### src/rtl/fsc_pkg.sv
package fsc_pkg;
    typedef enum logic [2:0] {
        FS_RUN        = 3'd0,
        FS_SQUASH     = 3'd1,
        FS_BLOCK      = 3'd2,
        FS_WAIT_RESP  = 3'd3,
        FS_WAIT_RETRY = 3'd4,
        FS_ACC_DONE   = 3'd5
    } fstate_e;
endpackage

### src/rtl/fsc_stall_flags.sv
module fsc_stall_flags #(
    parameter int NSTAGE = 4
) (
    input  logic              clk,
    input  logic              rst_n,
    input  logic [NSTAGE-1:0] set_i,
    input  logic [NSTAGE-1:0] clr_i,
    output logic              stalled_o
);
    logic [NSTAGE-1:0] flags_q;
    logic [NSTAGE-1:0] flags_n;

    // clear after set: an unblock is never paired with a block
    assign flags_n   = (flags_q | set_i) & ~clr_i;
    assign stalled_o = |flags_n;

    always_ff @(posedge clk) begin
        if (!rst_n) flags_q <= '0;
        else        flags_q <= flags_n;
    end
endmodule

### src/rtl/fsc_retry_tracker.sv
module fsc_retry_tracker #(
    parameter int NTHR  = 4,
    parameter int TID_W = 2
) (
    input  logic             clk,
    input  logic             rst_n,
    input  logic             issue_any,
    input  logic             req_accepted,
    input  logic [TID_W-1:0] req_tid,
    input  logic             retry_grant,
    input  logic [NTHR-1:0]  squash_fire,
    output logic             blocked_o,
    output logic [TID_W-1:0] owner_o
);
    logic             blk_q, blk_n;
    logic [TID_W-1:0] own_q, own_n;

    always_comb begin
        blk_n = blk_q;
        own_n = own_q;
        if (blk_q) begin
            if (retry_grant || squash_fire[own_q]) blk_n = 1'b0;
        end else if (issue_any && !req_accepted) begin
            blk_n = 1'b1;
            own_n = req_tid;
        end
    end

    always_ff @(posedge clk) begin
        if (!rst_n) begin
            blk_q <= 1'b0;
            own_q <= '0;
        end else begin
            blk_q <= blk_n;
            own_q <= own_n;
        end
    end

    assign blocked_o = blk_q;
    assign owner_o   = own_q;
endmodule

### src/rtl/fsc_thread_fsm.sv
module fsc_thread_fsm
    import fsc_pkg::*;
#(
    parameter int              PCW        = 32,
    parameter int              TAGW       = 4,
    parameter int              TID_W      = 2,
    parameter int              INST_BYTES = 4,
    parameter logic [PCW-1:0]  RESET_PC   = '0,
    parameter int              MY_TID     = 0
) (
    input  logic             clk,
    input  logic             rst_n,
    input  logic             stalled,
    input  logic             cmt_sq,
    input  logic [PCW-1:0]   cmt_tgt,
    input  logic             rob_sq,
    input  logic             dec_sq,
    input  logic [PCW-1:0]   dec_tgt,
    input  logic             req_valid,
    input  logic [TID_W-1:0] req_tid,
    input  logic [TAGW-1:0]  req_tag,
    input  logic             req_accepted,
    input  logic             cache_blocked,
    input  logic             retry_mine,
    input  logic             retry_grant,
    input  logic             rsp_valid,
    input  logic [TID_W-1:0] rsp_tid,
    input  logic [TAGW-1:0]  rsp_tag,
    output fstate_e          state_o,
    output logic [PCW-1:0]   pc_o,
    output logic [PCW-1:0]   npc_o,
    output logic             squash_fire,
    output logic             issue_take,
    output logic             rsp_drop
);
    localparam logic [TID_W-1:0] ME   = TID_W'(MY_TID);
    localparam logic [PCW-1:0]   STEP = PCW'(INST_BYTES);

    fstate_e         st_q, st_n;
    logic [PCW-1:0]  pc_q, pc_n, npc_q, npc_n;
    logic [TAGW-1:0] tag_q, tag_n;
    logic            rsp_mine, rsp_hit;

    assign rsp_mine = rsp_valid && (rsp_tid == ME);
    assign rsp_hit  = rsp_mine && (st_q == FS_WAIT_RESP) && (rsp_tag == tag_q);

    // next-state process
    always_comb begin
        st_n        = st_q;
        pc_n        = pc_q;
        npc_n       = npc_q;
        tag_n       = tag_q;
        squash_fire = 1'b0;
        issue_take  = 1'b0;
        if (cmt_sq) begin
            pc_n        = cmt_tgt;
            npc_n       = cmt_tgt + STEP;
            st_n        = FS_SQUASH;
            squash_fire = 1'b1;
        end else if (rob_sq) begin
            st_n = FS_SQUASH;
        end else if (dec_sq && st_q != FS_SQUASH) begin
            pc_n        = dec_tgt;
            npc_n       = dec_tgt + STEP;
            st_n        = FS_SQUASH;
            squash_fire = 1'b1;
        end else if (stalled && st_q != FS_WAIT_RESP) begin
            st_n = FS_BLOCK;
        end else begin
            unique case (st_q)
                FS_BLOCK, FS_SQUASH: st_n = FS_RUN;
                FS_WAIT_RESP: begin
                    if (rsp_hit) st_n = stalled ? FS_BLOCK : FS_ACC_DONE;
                end
                FS_WAIT_RETRY: begin
                    if (retry_grant && retry_mine) st_n = FS_WAIT_RESP;
                end
                FS_RUN: begin
                    if (req_valid && req_tid == ME && !cache_blocked) begin
                        issue_take = 1'b1;
                        tag_n      = req_tag;
                        st_n       = req_accepted ? FS_WAIT_RESP : FS_WAIT_RETRY;
                    end
                end
                FS_ACC_DONE: st_n = FS_RUN;
                default:     st_n = FS_RUN;
            endcase
        end
    end

    // state register process
    always_ff @(posedge clk) begin
        if (!rst_n) begin
            st_q  <= FS_RUN;
            pc_q  <= RESET_PC;
            npc_q <= RESET_PC + STEP;
            tag_q <= '0;
        end else begin
            st_q  <= st_n;
            pc_q  <= pc_n;
            npc_q <= npc_n;
            tag_q <= tag_n;
        end
    end

    // output process
    always_comb begin
        state_o  = st_q;
        pc_o     = pc_q;
        npc_o    = npc_q;
        rsp_drop = rsp_mine && !rsp_hit;
    end
endmodule

### src/rtl/fetch_status_ctrl.sv
module fetch_status_ctrl
    import fsc_pkg::*;
#(
    parameter int             NTHR       = 4,
    parameter int             NSTAGE     = 4,
    parameter int             PCW        = 32,
    parameter int             TAGW       = 4,
    parameter int             INST_BYTES = 4,
    parameter logic [PCW-1:0] RESET_PC   = '0,
    localparam int            TID_W      = (NTHR > 1) ? $clog2(NTHR) : 1
) (
    input  logic                   clk,
    input  logic                   rst_n,
    input  logic [NTHR-1:0]        thr_active,
    input  logic                   ctx_switch,
    input  logic [NSTAGE*NTHR-1:0] stall_set,
    input  logic [NSTAGE*NTHR-1:0] stall_clr,
    input  logic [NTHR-1:0]        cmt_squash,
    input  logic [NTHR*PCW-1:0]    cmt_target,
    input  logic [NTHR-1:0]        rob_squashing,
    input  logic [NTHR-1:0]        dec_squash,
    input  logic [NTHR*PCW-1:0]    dec_target,
    input  logic                   req_valid,
    input  logic [TID_W-1:0]       req_tid,
    input  logic [TAGW-1:0]        req_tag,
    input  logic                   req_accepted,
    input  logic                   retry_grant,
    input  logic                   rsp_valid,
    input  logic [TID_W-1:0]       rsp_tid,
    input  logic [TAGW-1:0]        rsp_tag,
    output logic [3*NTHR-1:0]      thr_state,
    output logic [NTHR*PCW-1:0]    thr_pc,
    output logic [NTHR*PCW-1:0]    thr_npc,
    output logic [NTHR-1:0]        thr_squashing,
    output logic                   cache_blocked,
    output logic                   resp_dropped,
    output logic                   stage_active
);
    logic [NTHR-1:0]  squash_fire, issue_take, rsp_drop, live, stalled;
    logic [TID_W-1:0] retry_owner;
    fstate_e          st [NTHR];

    genvar t;
    generate
        for (t = 0; t < NTHR; t++) begin : g_thr
            logic [NSTAGE-1:0] set_v, clr_v;
            for (genvar s = 0; s < NSTAGE; s++) begin : g_stg
                assign set_v[s] = stall_set[s*NTHR + t];
                assign clr_v[s] = stall_clr[s*NTHR + t];
            end

            logic stall_any;
            fsc_stall_flags #(.NSTAGE(NSTAGE)) u_flags (
                .clk      (clk),
                .rst_n    (rst_n),
                .set_i    (set_v),
                .clr_i    (clr_v),
                .stalled_o(stall_any)
            );
            assign stalled[t] = stall_any | ctx_switch;

            fsc_thread_fsm #(
                .PCW(PCW), .TAGW(TAGW), .TID_W(TID_W),
                .INST_BYTES(INST_BYTES), .RESET_PC(RESET_PC), .MY_TID(t)
            ) u_fsm (
                .clk          (clk),
                .rst_n        (rst_n),
                .stalled      (stalled[t]),
                .cmt_sq       (cmt_squash[t]),
                .cmt_tgt      (cmt_target[t*PCW +: PCW]),
                .rob_sq       (rob_squashing[t]),
                .dec_sq       (dec_squash[t]),
                .dec_tgt      (dec_target[t*PCW +: PCW]),
                .req_valid    (req_valid),
                .req_tid      (req_tid),
                .req_tag      (req_tag),
                .req_accepted (req_accepted),
                .cache_blocked(cache_blocked),
                .retry_mine   (cache_blocked && retry_owner == TID_W'(t)),
                .retry_grant  (retry_grant),
                .rsp_valid    (rsp_valid),
                .rsp_tid      (rsp_tid),
                .rsp_tag      (rsp_tag),
                .state_o      (st[t]),
                .pc_o         (thr_pc[t*PCW +: PCW]),
                .npc_o        (thr_npc[t*PCW +: PCW]),
                .squash_fire  (squash_fire[t]),
                .issue_take   (issue_take[t]),
                .rsp_drop     (rsp_drop[t])
            );

            assign thr_state[3*t +: 3] = st[t];
            assign thr_squashing[t]    = (st[t] == FS_SQUASH);
            assign live[t] = thr_active[t] &&
                             (st[t] == FS_RUN || st[t] == FS_SQUASH || st[t] == FS_ACC_DONE);
        end
    endgenerate

    fsc_retry_tracker #(.NTHR(NTHR), .TID_W(TID_W)) u_retry (
        .clk         (clk),
        .rst_n       (rst_n),
        .issue_any   (|issue_take),
        .req_accepted(req_accepted),
        .req_tid     (req_tid),
        .retry_grant (retry_grant),
        .squash_fire (squash_fire),
        .blocked_o   (cache_blocked),
        .owner_o     (retry_owner)
    );

    assign resp_dropped = |rsp_drop;
    assign stage_active = |live;
endmodule

### config.mk
export PLATFORM = sky130hd
export DESIGN_NAME = fetch_status_ctrl
export DESIGN_NICKNAME = d
export VERILOG_FILES = /design/src/rtl/fsc_pkg.sv /design/src/rtl/fsc_stall_flags.sv /design/src/rtl/fsc_retry_tracker.sv /design/src/rtl/fsc_thread_fsm.sv /design/src/rtl/fetch_status_ctrl.sv
export SDC_FILE = /design/constraint.sdc
export NUM_CORES = 1
export LEC_CHECK = 0
export BUFFER_PORTS_ARGS = -buffer_cell sky130_fd_sc_hd__buf_2
export CORE_AREA = 5 5 229 231
export DETAILED_ROUTE_END_ITERATION = 10
export DIE_AREA = 0 0 234 236
export PLACE_DENSITY = 0.61
export SYNTH_ARGS = -nofsm -noshare
export SYNTH_HDL_FRONTEND = slang
export SYNTH_SLANG_ARGS = --single-unit
### constraint.sdc
create_clock -name clk -period 3.9 [get_ports clk]
set_input_delay 0.195 -clock clk [delete_from_list [all_inputs] [get_ports clk]]
set_output_delay 0.195 -clock clk [all_outputs]
set_load 0.02 [all_outputs]
==> flow_metrics.tcl, run 1 <==
set metrics [dict create \
    status "finished clean" \
    design_area_um2 20300 \
    fin_util_pct 40.8 \
    area_growth_pct 36.1 \
    relSlewSlack_pct 25.8 \
    antenna_found_initial 6 \
    dieArea_um2 55200 \
    power.leakage_uw 0.00906 \
    ys_seq_area_share_pct 39.5 \
    clkTransAtPathRegs_ns 0.06 \
    layoutNonFillerInstCount 3046 \
    synth_edf_count 0 \
    clk_latency_ns 0.55 \
    grt_pass1_vias 15300 \
    critPathCaptureType "flip-flop" \
    io_pins 598 \
    synth-async-reset-ratio_pct 0 \
    drtAntennaViolNets 0 \
    power_uw 8880 \
    drc 0 \
    p_per_area_nw_per_um2 437 \
    postCtsSetupRepairBufs 0 \
    fill_cells 5084 \
    max_freq_mhz 354 \
    vias 15800 \
    setup_violations 0 \
    firstDrtPassIters 5 \
    dp_hpwl_um 46800 \
    clock_skew_ns 0.0202 \
    synth_area_leaders "dfxtp_1 (40%), mux2i_1 (8.8%), a211oi_1 (7.3%)" \
    worstPathMaxFanout 7 \
    dieWidth_um 234 \
    synth_top_area_cell "dfxtp_1" \
    syn-instance-count 1757 \
    nets 2669 \
    overflow 0 \
    reg2regPathDepth 5 \
    synth_area_per_cell_um2 8.50 \
    maxSlewViolCount 0 \
    cts_tree "yes" \
    finalHoldViolations 0 \
    cts.sinks 295 \
    drive_gt1_share_pct 30.9 \
    drv_cap 0 \
    critical_path_arrival_ns 3.24 \
    place.gp.congestion 0.918 \
    row_count 82 \
    yosys_warnings 0 \
    synth_cell_types 79 \
    min_period_ns 2.82 \
    routedWlPerCell_um 19.9 \
    irDropWorstVdd_uv 260 \
    cts-root-buf "clkbuf_16" \
    start_util_pct 30.0 \
    cts_buffer_depth 3 \
    dieHeight_um 236 \
    grt_pass1_wl_um 90400 \
    numCtsBuffers 38 \
    min_period_over_period_pct 72.4 \
    track_usage_pct 20.5 \
    grt_max_degree 115 \
    hold-path-cell-count 3 \
    tightestPinTransition_ns 1.11 \
    ys_ff_latch 295 \
    viasPerCell 5.20 \
    synthesis.nets 2084 \
    routed_wl_um 60800 \
    rsz0062_at_grt "false" \
    min_path_type "input port to flip-flop" \
    cp-start-kind "flip-flop" \
    dpl_cell_area_um2 18500 \
    drt_iter0_markers 904 \
    core-area_um2 49900 \
    tns_ns 0 \
    path_class "flip-flop to flip-flop" \
    ys.flop_type "dfxtp_1" \
    cts_htree_levels 2 \
    io_buffers 597 \
    placedCellCount 2924 \
    worst_ep_required_time_ns 4.32 \
    synthesis.area_um2 14900 \
    yosys.area.top_type_share_pct 39.5 \
]
==> layout make-up <==
class | count | area [µm²] | share of cell area, %
multi-input cells | 1313 | 8420 | 41.4
inverters | 19 | 78.8 | 0.388
flip-flops and latches | 295 | 5910 | 29.1
clock buffers | 51 | 1100 | 5.42
diodes | 3 | 7.51 | 0.0369
clock inverters | 18 | 244 | 1.20
well taps | 672 | 841 | 4.14
repair buffers | 675 | 3730 | 18.3
==> through the flow <==
stage	setup WS [ns]	hold WS, ns
floorplan	0.737	0.274
global placement	0.863	0.376
detailed placement	0.767	0.381
CTS	1.09	0.00324
global route	1.02	0.0227
finish	1.08	0.0392
==> per-layer routing <==
metal  share of wire, %  up-vias  global-route usage (%)
met5              0.063        -                       0
met4                3.0        6                    6.60
met3                7.8      109                    5.23
met2                 48      597                    34.4
met1                 41     7548                    25.7
li1                   -     7576                       -
==> power by group <==
| part | internal, µW | total, µW | switching (µW) |
|---|---|---|---|
| Clock | 2280 | 3740 | 1460 |
| Sequential | 3240 | 3380 | 134 |
| Combinational | 639 | 1760 | 1130 |
==> cells in the mapped netlist (15+ instances only) <==
| cell type | instances |
|---|---|
| nand3_1 | 117 |
| nor3_1 | 29 |
| buf_1 | 16 |
| o21ai_0 | 69 |
| nand4_1 | 21 |
| nor4_1 | 15 |
| nor2_1 | 217 |
| buf_2 | 23 |
| clkbuf_1 | 76 |
| xor2_1 | 44 |
| xnor2_1 | 43 |
| nand2_1 | 128 |
| dfxtp_1 | 295 |
| inv_1 | 19 |
| nand3b_1 | 35 |
| a21oi_1 | 94 |
| mux2i_1 | 132 |
| a211oi_1 | 146 |
==> what timing repair did <==
| action | in CTS | in global routing |
|---|---|---|
| endpoints found under the hold margin | 44 | 0 |
| hold buffers | 50 | 0 |
| resized for setup | 0 | 0 |
==> sequential cells by signal, indices dropped and copies added (netlist names) <==
| signal | count |
|---|---|
| g_thr.u_fsm.npc_o | 128 |
| g_thr.u_fsm.pc_o | 120 |
| g_thr.u_flags.flags_q | 16 |
| g_thr.u_fsm.tag_q | 16 |
| g_thr.u_fsm.state_o | 12 |
| u_retry.owner_o | 2 |
| u_retry.blocked_o | 1 |
==> kinds of logic (layout without fill, tap and decap cells) <==
kind of cell / Yosys count / in the layout / synth area share, %
buffers and inverters: 149 / 763 / 4.39
adders and majority gates: 4 / 4 / 0.335
muxes: 141 / 141 / 9.60
AOI/OAI and AO/OA: 407 / 407 / 18.4
and+or+nand+nor: 674 / 674 / 22.6
DFF: 295 / 295 / 39.5
xor gates and xnor gates: 87 / 87 / 5.10
other: 0 / 3 / 0
==> cell usage in the layout, fill, tap and decap left out, types with 9 or more instances in the layout <==
cell type,Yosys,layout
buf_2,23,596
dfxtp_1,295,295
nor2_1,217,216
a211oi_1,146,146
mux2i_1,132,132
nand2_1,128,128
nand3_1,117,117
a21oi_1,94,94
o21ai_0,69,69
dlygate4sd3_1,0,50
xor2_1,44,44
xnor2_1,43,43
clkbuf_16,0,39
nand3b_1,35,35
nor3_1,29,29
buf_4,12,27
nand4_1,21,21
inv_1,19,18
nor4_1,15,15
nand2b_1,13,13
nor2b_1,12,12
or3_1,12,12
and2_1,11,11
or4_1,10,10
o211ai_1,9,9
o21bai_1,11,9
==> worst paths after layout <==
path | startpoint | endpoint | slack [ns]
worst max register to register | g_thr[3].u_fsm.state_o[0] | u_retry.owner_o[0] | 1.08
worst max-delay path | g_thr[3].u_fsm.state_o[0] | u_retry.owner_o[0] | 1.08
worst min-delay path | cmt_target[1] | g_thr[0].u_fsm.npc_o[1] | 0.04
worst min register to register | g_thr[2].u_fsm.npc_o[8] | g_thr[2].u_fsm.npc_o[8] | 0.45
==> critical path: stages (launching register included) <==
cell and delay [ns]:
dfxtp_1 0.41, or3b_1 0.50, a211oi_1 0.75, nand3_1 0.40, a311o_1 0.49, mux2i_1 0.14
Power figures use the tool's default switching activity.
==> inputs of run 2 (changes only) <==
--- a/config.mk
+++ b/config.mk
@@ -9,7 +9,7 @@
 export CORE_AREA = 5 5 229 231
 export DETAILED_ROUTE_END_ITERATION = 10
 export DIE_AREA = 0 0 234 236
-export PLACE_DENSITY = 0.61
+export PLACE_DENSITY = 0.63
 export SYNTH_ARGS = -nofsm -noshare
 export SYNTH_HDL_FRONTEND = slang
 export SYNTH_SLANG_ARGS = --single-unit
==> constraint.sdc (replaced) <==
create_clock -name clk -period 2.45 [get_ports clk]
set_input_delay 0.1225 -clock clk [delete_from_list [all_inputs] [get_ports clk]]
set_output_delay 0.1225 -clock clk [all_outputs]
set_load 0.02 [all_outputs]
==> run 2 against run 1 <==
- register-to-register slack lost 0.93 ns
- critical path type unchanged
- worst setup slack got worse by 0.93 ns
- final cell count up 3.2%
- routed wire length rose by 1.5%
==> flow_metrics.tcl, run 2 (synthesis gave the netlist of run 1 again) <==
set metrics [dict create \
    track_usage_pct 21.0 \
    drv_cap 0 \
    cp-start-kind "flip-flop" \
    largest_reg_flops 128 \
    drc 0 \
    cts_htree_levels 2 \
    irDropWorstVdd_uv 371 \
    routed_wl_um 61700 \
    maxSlewViolCount 0 \
    grt_pass1_vias 16100 \
    worst_ep_required_time_ns 2.90 \
    relSlewSlack_pct 46.6 \
    io_buffers 597 \
    final_common_cell "buf_2" \
    place_ws_ns -0.0345 \
    cts.sinks 295 \
    routedWlPerCell_um 19.6 \
    setup_violations 0 \
    tightestPinTransition_ns 0.800 \
    power_uw 13700 \
    top_usage_layer "met2" \
    critical_path_buf_inv_count 2 \
    overflow 0 \
    multi_input_area_um2 8570 \
    timing.final.ws_setup_ns 0.147 \
    rsz0062_at_grt "false" \
    dieArea_um2 55200 \
    critical_path_arrival_ns 2.75 \
    vias 16200 \
    seq_area_um2 5910 \
    antenna_found_initial 8 \
    crit_start "g_thr[1].u_fsm.state_o[0]" \
    fill_cells 4959 \
    min_path_type "input port to flip-flop" \
    cp_slowest_cell "dlygate4sd3_1" \
    area_growth_pct 42.2 \
    clk_latency_ns 0.54 \
    met1_usage_pct 25.7 \
    cts_tree "yes" \
    use_met3_pct 5.06 \
    io_pins 598 \
    status "finished clean" \
    path_class "flip-flop to flip-flop" \
    row_count 82 \
    min_period_over_period_pct 94.0 \
    p_per_area_nw_per_um2 646 \
    dieHeight_um 236 \
    start_util_pct 30.0 \
    nets 2770 \
    min_period_ns 2.30 \
    finalHoldViolations 0 \
    worstPathMaxFanout 34 \
    dieWidth_um 234 \
    drtAntennaViolNets 0 \
    viasPerCell 5.14 \
    grt_util_met2_pct 35.3 \
    path_cells "nor3b_4, nand2b_1, o21ba_2, buf_12, a211oi_1, dlygate4sd3_1, nor3_1" \
    critPathCaptureType "flip-flop" \
    critPathTopFamily "buffers and inverters" \
    grt_max_degree 101 \
    final_cell_mix "buf_2 (596), dfxtp_1 (295), nor2_1 (216)" \
    place.gp.congestion 0.931 \
    cts-root-buf "clkbuf_16" \
    clkTransAtPathRegs_ns 0.06 \
    core-area_um2 49900 \
    drt_iter0_markers 1057 \
    hold_path_startpoint "dec_target[35]" \
    cts_buffer_depth 3 \
    firstDrtPassIters 6 \
    max_freq_mhz 434 \
    max_stage_delay_ns 0.55 \
    numCtsBuffers 36 \
    power.leakage_uw 0.00957 \
    drive_gt1_share_pct 33.3 \
    grt_pass1_wl_um 92600 \
    timing.rr.start "g_thr[1].u_fsm.state_o[0]" \
    dp_hpwl_um 47600 \
    clock_skew_ns 0.0160 \
]
run 2: cell types whose count changed in the layout (fill, tap and decap cells not counted), sizes merged:
cell / before / now
dlygate4sd3: 50 / 67
clkinv: 5 / 7
diode: 3 / 5
inv: 24 / 19
buf: 625 / 711
clkinvlp: 4 / 0
run 2: layer usage:
layer  vias to the layer above  wire (µm)
met5                         -         43
met2                       615      29600
met4                         6       2440
li1                       7771          -
met3                       136       4640
met1                      7635      25000
run 2: tightest hold or removal path, stage by stage:
cell and delay [ns]:
buf_2 0.09, mux2_2 0.15, nand2_1 0.05, a21oi_1 0.12
run 2: where the power goes:
part | internal, µW | total [µW] | switching [µW]
combinational | 1150 | 2980 | 1830
clock | 3280 | 5380 | 2100
sequential | 5160 | 5370 | 208
total | 9590 | 13700 | 4140
run 2: area by class of cell:
| class | instances | area share, % |
|---|---|---|
| sequential | 295 | 27.8 |
| timing repair buffer | 778 | 22.0 |
| tap | 672 | 3.96 |
| clock buffer | 51 | 4.75 |
| clock inverter | 11 | 0.731 |
| inverter | 19 | 0.371 |
| multi-input combinational | 1313 | 40.3 |
| antenna | 5 | 0.0589 |
run 2: through the flow:
stage	setup TNS (ns)	std cells	util, %	cell area (µm²)	hold WS (ns)
2_1_floorplan	-0.0171	1757	-	15100	0.202
3_3_place_gp	0	3003	38.7	19300	0.305
3_5_place_dp	-0.0345	3003	38.7	19300	0.305
4_1_cts	0	3139	42.5	21200	0.00192
5_1_grt	0	3142	42.6	21200	0.0553
6_report	0	3144	42.6	21200	0.0402
run 2: worst paths after layout:
kind	endpoint	slack (ns)	cells after the start
worst max-delay path	g_thr[1].u_fsm.pc_o[6]	0.15	7
worst min-delay path	g_thr[1].u_fsm.pc_o[3]	0.04	4
worst max register to register	g_thr[1].u_fsm.pc_o[6]	0.15	7
worst min register to register	g_thr[1].u_fsm.npc_o[11]	0.45	2
run 2: repair_timing:
| action | in CTS | in global routing |
|---|---|---|
| endpoints found under the hold margin | 53 | 0 |
| hold buffers | 67 | 0 |
| resized for setup | 5 | 3 |
| endpoints found under the setup margin | 1 | 11 |
| pin swaps | 1 | 1 |
| buffers inserted | 7 | 0 |
